$ cat config.mk
export PLATFORM = sky130hd
export DESIGN_NAME = posit_adder
export DESIGN_NICKNAME = d
export VERILOG_FILES = /design/src/rtl/posit_pkg.sv /design/src/rtl/posit_lzc.sv /design/src/rtl/posit_unpack.sv /design/src/rtl/posit_align_add.sv /design/src/rtl/posit_pack.sv /design/src/rtl/posit_adder.sv
export SDC_FILE = /design/constraint.sdc
export NUM_CORES = 1
export LEC_CHECK = 0
export BUFFER_PORTS_ARGS = -buffer_cell sky130_fd_sc_hd__buf_4
export CELL_PAD_IN_SITES_DETAIL_PLACEMENT = 0
export CELL_PAD_IN_SITES_GLOBAL_PLACEMENT = 1
export CORE_ASPECT_RATIO = 1.5
export CORE_MARGIN = 4
export CORE_UTILIZATION = 30
export DETAILED_ROUTE_END_ITERATION = 8
export PLACE_DENSITY_LB_ADDON = 0.12
export SKIP_CTS_REPAIR_TIMING = 1
export SYNTH_ARGS = -nofsm -noshare
export SYNTH_HDL_FRONTEND = slang
export SYNTH_SLANG_ARGS = --single-unit
$ cat constraint.sdc
create_clock -name clk_i -period 0.8 [get_ports clk_i]
set_input_delay 0.12 -clock clk_i [delete_from_list [all_inputs] [get_ports clk_i]]
set_output_delay 0.12 -clock clk_i [all_outputs]
set_load 0.1 [all_outputs]
$ cat src/rtl/posit_pkg.sv
package posit_pkg;

  typedef enum logic [2:0] {
    RES_SUM,
    RES_NAR,
    RES_A,
    RES_B,
    RES_ZERO
  } res_sel_e;

  function automatic int scale_width(int n, int es);
    return $clog2(n << es) + 2;
  endfunction

endpackage

$ cat src/rtl/posit_lzc.sv
module posit_lzc #(
  parameter int W  = 8,
  parameter int CW = $clog2(W + 1)
) (
  input  logic [W-1:0]  v_i,
  output logic [CW-1:0] cnt_o
);

  // highest set bit wins: later iterations overwrite
  always_comb begin
    cnt_o = CW'(W);
    for (int i = 0; i < W; i++) begin
      if (v_i[i]) cnt_o = CW'(W - 1 - i);
    end
  end

endmodule

$ cat src/rtl/posit_unpack.sv
module posit_unpack #(
  parameter int N   = 16,
  parameter int ES  = 1,
  parameter int SCW = 7,
  parameter int FW  = N - ES - 3
) (
  input  logic [N-1:0]          p_i,
  output logic                  nar_o,
  output logic                  zero_o,
  output logic                  sign_o,
  output logic signed [SCW-1:0] scale_o,
  output logic [FW:0]           sig_o
);

  localparam int BW = N - 1;
  localparam int RW = $clog2(BW + 1);

  logic [BW-1:0]         body, runv, rest;
  logic                  r0;
  logic [RW-1:0]         run;
  logic signed [SCW-1:0] run_s, k;
  logic [ES-1:0]         expo;
  logic [FW-1:0]         frac;

  assign nar_o  = (p_i == {1'b1, {(N-1){1'b0}}});
  assign zero_o = (p_i == '0);
  assign sign_o = p_i[N-1];

  assign body = BW'(sign_o ? (~p_i + 1'b1) : p_i);
  assign r0   = body[BW-1];
  assign runv = r0 ? ~body : body;

  posit_lzc #(.W(BW), .CW(RW)) u_run_lzc (
    .v_i  (runv),
    .cnt_o(run)
  );

  // drop regime run and its terminator
  assign rest = body << ({1'b0, run} + (RW+1)'(1));
  assign {expo, frac} = (ES+FW)'(rest >> 2);

  assign run_s   = $signed({{(SCW-RW){1'b0}}, run});
  assign k       = r0 ? (run_s - SCW'(1)) : -run_s;
  assign scale_o = (k <<< ES) + $signed({{(SCW-ES){1'b0}}, expo});
  assign sig_o   = {1'b1, frac};

endmodule

$ cat src/rtl/posit_align_add.sv
module posit_align_add #(
  parameter int SW  = 13,
  parameter int SCW = 7,
  parameter int AW  = SW + 3
) (
  input  logic                  a_sign_i,
  input  logic signed [SCW-1:0] a_scale_i,
  input  logic [SW-1:0]         a_sig_i,
  input  logic                  b_sign_i,
  input  logic signed [SCW-1:0] b_scale_i,
  input  logic [SW-1:0]         b_sig_i,
  output logic                  sign_o,
  output logic signed [SCW-1:0] scale_o,
  output logic [AW:0]           sum_o
);

  logic                  swap, s_sign;
  logic signed [SCW-1:0] s_scale;
  logic [SW-1:0]         l_sig, s_sig;
  logic signed [SCW:0]   d;
  logic [SCW:0]          diff;
  logic [AW-1:0]         l_ext, s_ext, s_sh, s_al;
  logic                  lost;

  assign swap = (b_scale_i > a_scale_i) ||
                ((b_scale_i == a_scale_i) && (b_sig_i > a_sig_i));

  assign sign_o  = swap ? b_sign_i  : a_sign_i;
  assign scale_o = swap ? b_scale_i : a_scale_i;
  assign l_sig   = swap ? b_sig_i   : a_sig_i;
  assign s_sign  = swap ? a_sign_i  : b_sign_i;
  assign s_scale = swap ? a_scale_i : b_scale_i;
  assign s_sig   = swap ? a_sig_i   : b_sig_i;

  assign d    = {scale_o[SCW-1], scale_o} - {s_scale[SCW-1], s_scale};
  assign diff = d;

  // guard, round and sticky slots below the significand
  assign l_ext = {l_sig, 3'b000};
  assign s_ext = {s_sig, 3'b000};
  assign s_sh  = s_ext >> diff;
  assign lost  = ((s_sh << diff) != s_ext);
  assign s_al  = {s_sh[AW-1:1], s_sh[0] | lost};

  assign sum_o = (sign_o ^ s_sign) ? ({1'b0, l_ext} - {1'b0, s_al})
                                   : ({1'b0, l_ext} + {1'b0, s_al});

endmodule

$ cat src/rtl/posit_pack.sv
module posit_pack #(
  parameter int N   = 16,
  parameter int ES  = 1,
  parameter int SCW = 7,
  parameter int AW  = 16
) (
  input  logic                  sign_i,
  input  logic signed [SCW-1:0] scale_i,
  input  logic [AW:0]           sum_i,
  output logic [N-1:0]          p_o
);

  localparam int LCW = $clog2(AW + 2);
  localparam int ESW = SCW + 2;
  localparam int SHW = $clog2(N);
  localparam int YW  = 2 + ES + AW + N;
  localparam logic signed [ESW-1:0] MAX_SC = ESW'((N - 2) << ES);
  localparam logic signed [ESW-1:0] MIN_SC = -MAX_SC;

  logic [LCW-1:0]        lz;
  logic [AW-1:0]         frac;
  logic signed [ESW-1:0] sc, k;
  logic                  rb, sat_hi, sat_lo, guard, sticky, inc;
  logic [ES-1:0]         expo;
  logic [SHW-1:0]        sh;
  logic [YW-1:0]         x0, y;
  logic [N-2:0]          body, body_r;
  logic [N-1:0]          mag;

  posit_lzc #(.W(AW+1), .CW(LCW)) u_norm_lzc (
    .v_i  (sum_i),
    .cnt_o(lz)
  );

  assign frac = AW'(sum_i << lz);
  assign sc   = $signed({{2{scale_i[SCW-1]}}, scale_i}) + ESW'(1)
              - $signed({{(ESW-LCW){1'b0}}, lz});

  assign sat_hi = (sc > MAX_SC);
  assign sat_lo = (sc < MIN_SC);

  assign k    = sc >>> ES;
  assign expo = sc[ES-1:0];
  assign rb   = ~k[ESW-1];
  assign sh   = SHW'(rb ? k : ~k);

  // regime built by sign-filling shift of {rb, ~rb, exp, frac}
  assign x0 = {rb, ~rb, expo, frac, {N{1'b0}}};
  assign y  = rb ? ~((~x0) >> sh) : (x0 >> sh);

  assign body   = y[YW-1 -: N-1];
  assign guard  = y[YW-N];
  assign sticky = |y[YW-N-1:0];
  assign inc    = guard & (sticky | body[0]);
  assign body_r = body + (N-1)'(inc);

  always_comb begin
    if (sat_hi)      mag = {1'b0, {(N-1){1'b1}}};
    else if (sat_lo) mag = N'(1);
    else             mag = {1'b0, body_r};
  end

  assign p_o = sign_i ? (~mag + 1'b1) : mag;

endmodule

$ cat src/rtl/posit_adder.sv
module posit_adder
  import posit_pkg::*;
#(
  parameter int N       = 16,
  parameter int ES      = 1,
  parameter int OUT_REG = 1
) (
  input  logic         clk_i,
  input  logic         rst_ni,
  input  logic [N-1:0] a_i,
  input  logic [N-1:0] b_i,
  output logic [N-1:0] sum_o
);

  localparam int FW  = N - ES - 3;
  localparam int SW  = FW + 1;
  localparam int AW  = SW + 3;
  localparam int SCW = scale_width(N, ES);
  localparam logic [N-1:0] NAR = {1'b1, {(N-1){1'b0}}};

  logic                  a_nar, a_zero, a_sign, b_nar, b_zero, b_sign;
  logic signed [SCW-1:0] a_scale, b_scale, r_scale;
  logic [SW-1:0]         a_sig, b_sig;
  logic                  r_sign;
  logic [AW:0]           r_sum;
  logic [N-1:0]          packed_sum, res;
  res_sel_e              sel;

  posit_unpack #(.N(N), .ES(ES), .SCW(SCW), .FW(FW)) u_unpack_a (
    .p_i    (a_i),
    .nar_o  (a_nar),
    .zero_o (a_zero),
    .sign_o (a_sign),
    .scale_o(a_scale),
    .sig_o  (a_sig)
  );

  posit_unpack #(.N(N), .ES(ES), .SCW(SCW), .FW(FW)) u_unpack_b (
    .p_i    (b_i),
    .nar_o  (b_nar),
    .zero_o (b_zero),
    .sign_o (b_sign),
    .scale_o(b_scale),
    .sig_o  (b_sig)
  );

  posit_align_add #(.SW(SW), .SCW(SCW), .AW(AW)) u_align_add (
    .a_sign_i (a_sign),
    .a_scale_i(a_scale),
    .a_sig_i  (a_sig),
    .b_sign_i (b_sign),
    .b_scale_i(b_scale),
    .b_sig_i  (b_sig),
    .sign_o   (r_sign),
    .scale_o  (r_scale),
    .sum_o    (r_sum)
  );

  posit_pack #(.N(N), .ES(ES), .SCW(SCW), .AW(AW)) u_pack (
    .sign_i (r_sign),
    .scale_i(r_scale),
    .sum_i  (r_sum),
    .p_o    (packed_sum)
  );

  always_comb begin
    if (a_nar || b_nar)  sel = RES_NAR;
    else if (a_zero)     sel = RES_B;
    else if (b_zero)     sel = RES_A;
    else if (r_sum == '0) sel = RES_ZERO;
    else                 sel = RES_SUM;
  end

  always_comb begin
    unique case (sel)
      RES_NAR:  res = NAR;
      RES_A:    res = a_i;
      RES_B:    res = b_i;
      RES_ZERO: res = '0;
      default:  res = packed_sum;
    endcase
  end

  if (OUT_REG != 0) begin : g_out_reg
    always_ff @(posedge clk_i or negedge rst_ni) begin
      if (!rst_ni) sum_o <= '0;
      else         sum_o <= res;
    end
  end else begin : g_out_comb
    assign sum_o = res;
  end

endmodule

Yosys cells after proc, flatten, opt, wreduce, memory -nomap -nowiden
Index checks and enable logic that the tools add are counted.

Register bits after elaboration: 16. Output and inout port bits: 16. Input bits: 34. Word-level logic and storage cells: 127.

Reductions and logical operators: 7. Multiplexer cells: 70. Equality and inequality tests: 8. $lt $le $gt $ge: 4. Shift-type cells: 7. Bitwise operators: 13. $add $sub $neg: 17.

Operators by type and width (count): $mux 4 (29); $mux 15 (6); $mux 5 (16); $not 35->35 (2); $shr 35x4->35 (2); $pmux 16 s4 (1); $not 15->15 (4); $mux 35 (1); $eq 16x16->1 const B (2); $logic_not 16->1 (2); $add 15x1->15 const B (2); $shl 15x5->15 (2); $mux 12 (2); $reduce_or 19->1 (1); $add 16x16->17 (1); $logic_not 17->1 (1); $mux 17 (1); $shl 17x5->16 (1); $sub 16x16->17 (1); $add 16x1->16 const B (1); $mux 16 (1); $ne 16x16->1 (1); $not 16->16 (1); $shl 16x8->16 (1); other kinds (28) (44).

Longest topological paths before layout
Depth after elaboration: 67. Depth in mapped cells: 99.

By module
From an unflattened synthesis, not the netlist that was laid out.

Cells, all modules: 1886. Area, all modules: 13162.6 µm².

Modules (own cells, without submodules): posit_align_add (cells each 763, times used 1, area an instance 5072.4 µm²); posit_pack (cells each 531, times used 1, area an instance 3631.0 µm²); posit_unpack at u_unpack_a (cells each 220, times used 1, area an instance 1584.0 µm²); posit_unpack at u_unpack_b (cells each 227, times used 1, area an instance 1582.8 µm²); posit_adder (cells each 62, times used 1, area an instance 804.5 µm²); posit_lzc at u_unpack_a.u_run_lzc ... (cells each 26, times used 2, area an instance 150.1 µm²); posit_lzc at u_pack.u_norm_lzc (cells each 31, times used 1, area an instance 187.7 µm²).

Worst setup path after synthesis
OpenSTA, ideal clock, no wires.

Path kind: input port to flip-flop. Start point: input b_i[0]. End point: register sum_o[6]. Required time: 0.674 ns. Cell stages on the path: 83. Arrival: 17.877 ns. Path slack: -17.203 ns. Library setup time: 0.126 ns. Buffers on the path: 15. Cell sequence: buf_6 > inv_1 > ha_1 > or4b_4 > o41ai_4 > xnor2_1 > buf_4 > nand2_1 > a311oi_1 > a22o_1 > nor2_1 > clkbuf_1 > ha_1 > clkbuf_1 > clkbuf_1 > clkbuf_1 > nor4_1 > o21ai_0 > [... 47 more ...] > ha_1 > clkbuf_1 > clkbuf_1 > clkbuf_1 > nor2_1 > nand2_1 > o211ai_1 > or4_1 > a211o_1 > a31oi_1 > ha_1 > inv_1 > nor2_1 > and4bb_4 > nor2_1 > xnor2_1 > nor2b_1 > a221o_1.

Cells in the longest elaborated chain, start to end: 67. Elaborated cells on any way between the ends: 98. Classes of those cells: add/sub: 12; order compare: 4; eq/ne: 7; shift: 6; mux: 52; bitwise: 11; reduce/logical: 6.

Ends and longest elaborated chain: from (decl) (line posit_adder.sv:11) `input logic [N-1:0] b_i,`; parallel branches: the longest is 66 deep, another holds $add 15x1->15; $pmux 16 s4 (*) (line posit_adder.sv:75) `unique case (sel)`; named net res[6] (line posit_adder.sv:26) `logic [N-1:0] packed_sum, res;`; to (signal assigned) (line posit_adder.sv:87) `else sum_o <= res;`; to (decl) (line posit_adder.sv:12) `output logic [N-1:0] sum_o`.

Mark *: on every way through the listed nets, which the timed path passes.

Final worst setup path
Start point: input a_i[8]. End point: register sum_o[13].

Cells in the longest elaborated chain, start to end: 66. Elaborated cells on any way between the ends: 98. Classes of those cells: add/sub: 12; order compare: 4; eq/ne: 7; shift: 6; mux: 52; bitwise: 11; reduce/logical: 6.

Ends and longest elaborated chain: from (decl) (line posit_adder.sv:10) `input logic [N-1:0] a_i,`; parallel branches: the longest is 65 deep, another holds $add 15x1->15; $pmux 16 s4 (*) (line posit_adder.sv:75); named net res[13] (line posit_adder.sv:26).

Marks and branches as above.

==> impl_metrics.ini <==
[placement]
placed_area_um2 = 23800
port_buffers = 49
place_ws_ns = -16.43
place_congestion = 0.984
place_inst = 3760
hpwl_mm = 74.4

[timing]
min_period_ns = 15.58
worst_pin_slew_ns = 0.846
slew_viol_final = 0
rsz0062_at_grt = yes
hold_violations = 0
slew_headroom_pct = 42.8
timing.fmax_mhz = 64.2
hold_ws_ns = 0.262
finalSetupViolCount = 32
post-route-period-util_pct = 1950
fin_ws_ns = -14.78

[synthesis]
async_reset_ff_share_pct = 100
synth_cell_type_count = 144
synth_edf_count = 0
postSynthAreaPerCell_um2 = 6.68
yosysSeqAreaShare_pct = 2.75
ys_ff_latch = 16
yosys_most_used_dff = dfrtp_1
syn_inst = 2176
synth_nets = 2278
yosys_warnings = 0
syn-cell-area_um2 = 14500

[critical_path]
crit_start = a_i[8]
crit_fanout = 7
start_kind = primary input
slowest_delay_ns = 0.58
cp.arrival_ns = 15.71
critPathCaptureType = flip-flop
crit_end = sum_o[13]
crit_type = in2reg
path_common_cell = buf_4
required_ns = 0.93
slowest_stage = or4_4

[clocking]
clk_path_buf_depth = 2
cts.reportedPaths.clkPinSlew_ns = 0.06
cts_sinks = 16
cts_tree = done
cts_made_buffers = 3
cts_root_buf = clkbuf_16
htree_levels = 1

[grt]
antenna_found_initial = 0
first_global_vias = 22559
grt_start_max_net_pins = 30
grt_usage_pct = 31.3
overflow = 0
grt_pass1_wl_mm = 130

[floorplan]
core_um2 = 47800
dieWidth_um = 188
rows = 98
die_area_um2 = 52100
initial_utilization_pct = 30.4
die_h_um = 278
ios = 50

[cells_and_area]
stdcell_area_um2 = 26900
reg_top3 = sum_o (16)
top_register = sum_o
multiInputGateArea_um2 = 15700
syn2layout_area_growth_pct = 85.0
drive_gt1_share_pct = 53.5
stdcell_count = 3865
fillCellCount = 4680
largest_reg_flops = 16
ff_latch_area_um2 = 420
final_nets = 3367

[drt]
drc = 0
highest_layer = met4
routed-wl-met2_mm = 48.8
drt-met1-wl_mm = 32.3
first_pass_iters = 6
drt-total-wl_mm = 89.8
vias = 22624
met3RoutedLength_mm = 2.83
via_per_inst = 5.85
drtIter0Drc = 1409
routedWlPerCell_um = 23.2
route.antenna.remaining_nets = 0

[outcome]
violations = negative setup slack
status = finished with violations

[worst_hold_path]
hold_path_depth = 4
min_path_type = in2reg

[job]
cap_violations = 0
## synthesized netlist by cell type, types with 11 or more instances
| cell type | instances | area share [%] |
|---|---|---|
| a21o_1 | 35 | 1.8 |
| clkbuf_1 | 91 | 2.3 |
| a221oi_1 | 14 | 0.84 |
| nor2_1 | 242 | 6.2 |
| inv_1 | 61 | 1.6 |
| o311ai_0 | 11 | 0.66 |
| nand2_1 | 226 | 5.8 |
| a31oi_1 | 42 | 1.8 |
| and3_1 | 16 | 0.69 |
| ha_1 | 66 | 5.7 |
| o22ai_1 | 29 | 1.2 |
| mux2_2 | 14 | 1.1 |
| nand3_1 | 73 | 2.5 |
| a211oi_1 | 37 | 1.9 |
| o211ai_1 | 46 | 2.4 |
| a22oi_1 | 25 | 1.3 |
| a32oi_1 | 13 | 0.78 |
| nor4_1 | 23 | 0.99 |
| and2_1 | 18 | 0.77 |
| nand4_1 | 27 | 1.2 |
| nor2b_1 | 16 | 0.69 |
| o21ai_0 | 105 | 3.6 |
| or3_1 | 21 | 0.90 |
| dfrtp_1 | 16 | 2.8 |
| xor2_1 | 32 | 1.9 |
| o221ai_1 | 14 | 0.84 |
| o21ai_1 | 21 | 0.72 |
| o31ai_1 | 31 | 1.6 |
| nand2b_1 | 27 | 1.2 |
| o32ai_1 | 12 | 0.72 |
| a211o_1 | 19 | 1.1 |
| xnor2_1 | 68 | 4.1 |
| o21bai_1 | 13 | 0.67 |
| or2_2 | 17 | 0.73 |
| mux2i_1 | 26 | 1.8 |
| buf_2 | 24 | 0.83 |
| a21oi_1 | 159 | 5.5 |
| o21a_1 | 22 | 1.1 |
| nor3_1 | 82 | 2.8 |
## per-stage QoR
stage / TNS [ns] / utilization (%)
after floorplan: -230.11 / -
after global placement: -258.00 / 49.8
after detailed placement: -258.54 / 49.8
after CTS: -259.09 / 50.0
after global routing: -242.70 / 56.3
final: -235.04 / 56.3
## kinds of logic (layout without fill, tap and decap cells)
group           Yosys count  in the layout  share of synthesized area (%)
xor+xnor                107            107                           6.85
compound gates          851            851                           44.4
fa+ha+maj                69             69                           6.02
mux                      45             45                           3.42
simple gates            879            879                           30.3
buf+inv                 209           1297                           6.19
flops                    16             16                           2.75
other cells               0              1                              0
## cell type report
cell class | instances | share of cell area [%]
well taps | 600 | 2.79
clock buffers | 4 | 0.293
diodes | 1 | 0.00930
multi-input cells | 1951 | 58.4
flip-flops and latches | 16 | 1.56
repair buffers | 1221 | 35.8
inverters | 72 | 1.13
## layer usage
| layer | global-route usage [%] | vias up |
|---|---|---|
| li1 | - | 10631 |
| met1 | 31.8 | 10990 |
| met2 | 62.7 | 727 |
| met3 | 2.04 | 276 |
| met4 | 16.3 | 0 |
| met5 | 0 | - |
## layout by cell type (no fill, tap or decap), types with 14 or more instances in the layout
master    count
a211o_1      18
a211oi_1     20
a211oi_2     19
a21o_1       35
a21oi_1     118
a21oi_2      40
a22oi_1      22
a31oi_1      32
and2_1       15
buf_12       22
buf_4      1158
buf_6        31
dfrtp_2      16
ha_1         42
ha_4         19
inv_1        49
mux2i_1      19
nand2_1     207
nand2b_1     26
nand3_1      63
nand4_1      27
nor2_1      206
nor2_2       25
nor2_4       16
nor2b_1      14
nor3_1       58
nor3_2       23
o211ai_1     46
o21a_1       21
o21ai_0      80
o21ai_1      33
o21ai_2      14
o22ai_1      23
o31ai_1      22
or3_1        18
xnor2_1      55
xor2_1       26
## worst min path at each step
stage	from	to	slack, ns
finish	a_i[2]	sum_o[2]	0.26
global route	b_i[6]	sum_o[6]	0.30
CTS	rst_ni	sum_o[13]	-0.27
detailed placement	rst_ni	sum_o[13]	-0.002
global placement	rst_ni	sum_o[13]	-0.003
floorplan	rst_ni	sum_o[0]	-0.18
## worst max-delay path: cells and delay by family
kind                       cells  cell delay (ns)
and+or+nand+nor               17             3.13
muxes                          3             0.65
buffers and inverters         19             2.66
xor gates and xnor gates       3             0.65
AOI/OAI and AO/OA             35             7.25
adders and majority gates      5             1.20
Power is left out: the tool's default activity adds up to more than one toggle a clock period on the data nets, which glitch-free logic cannot reach.
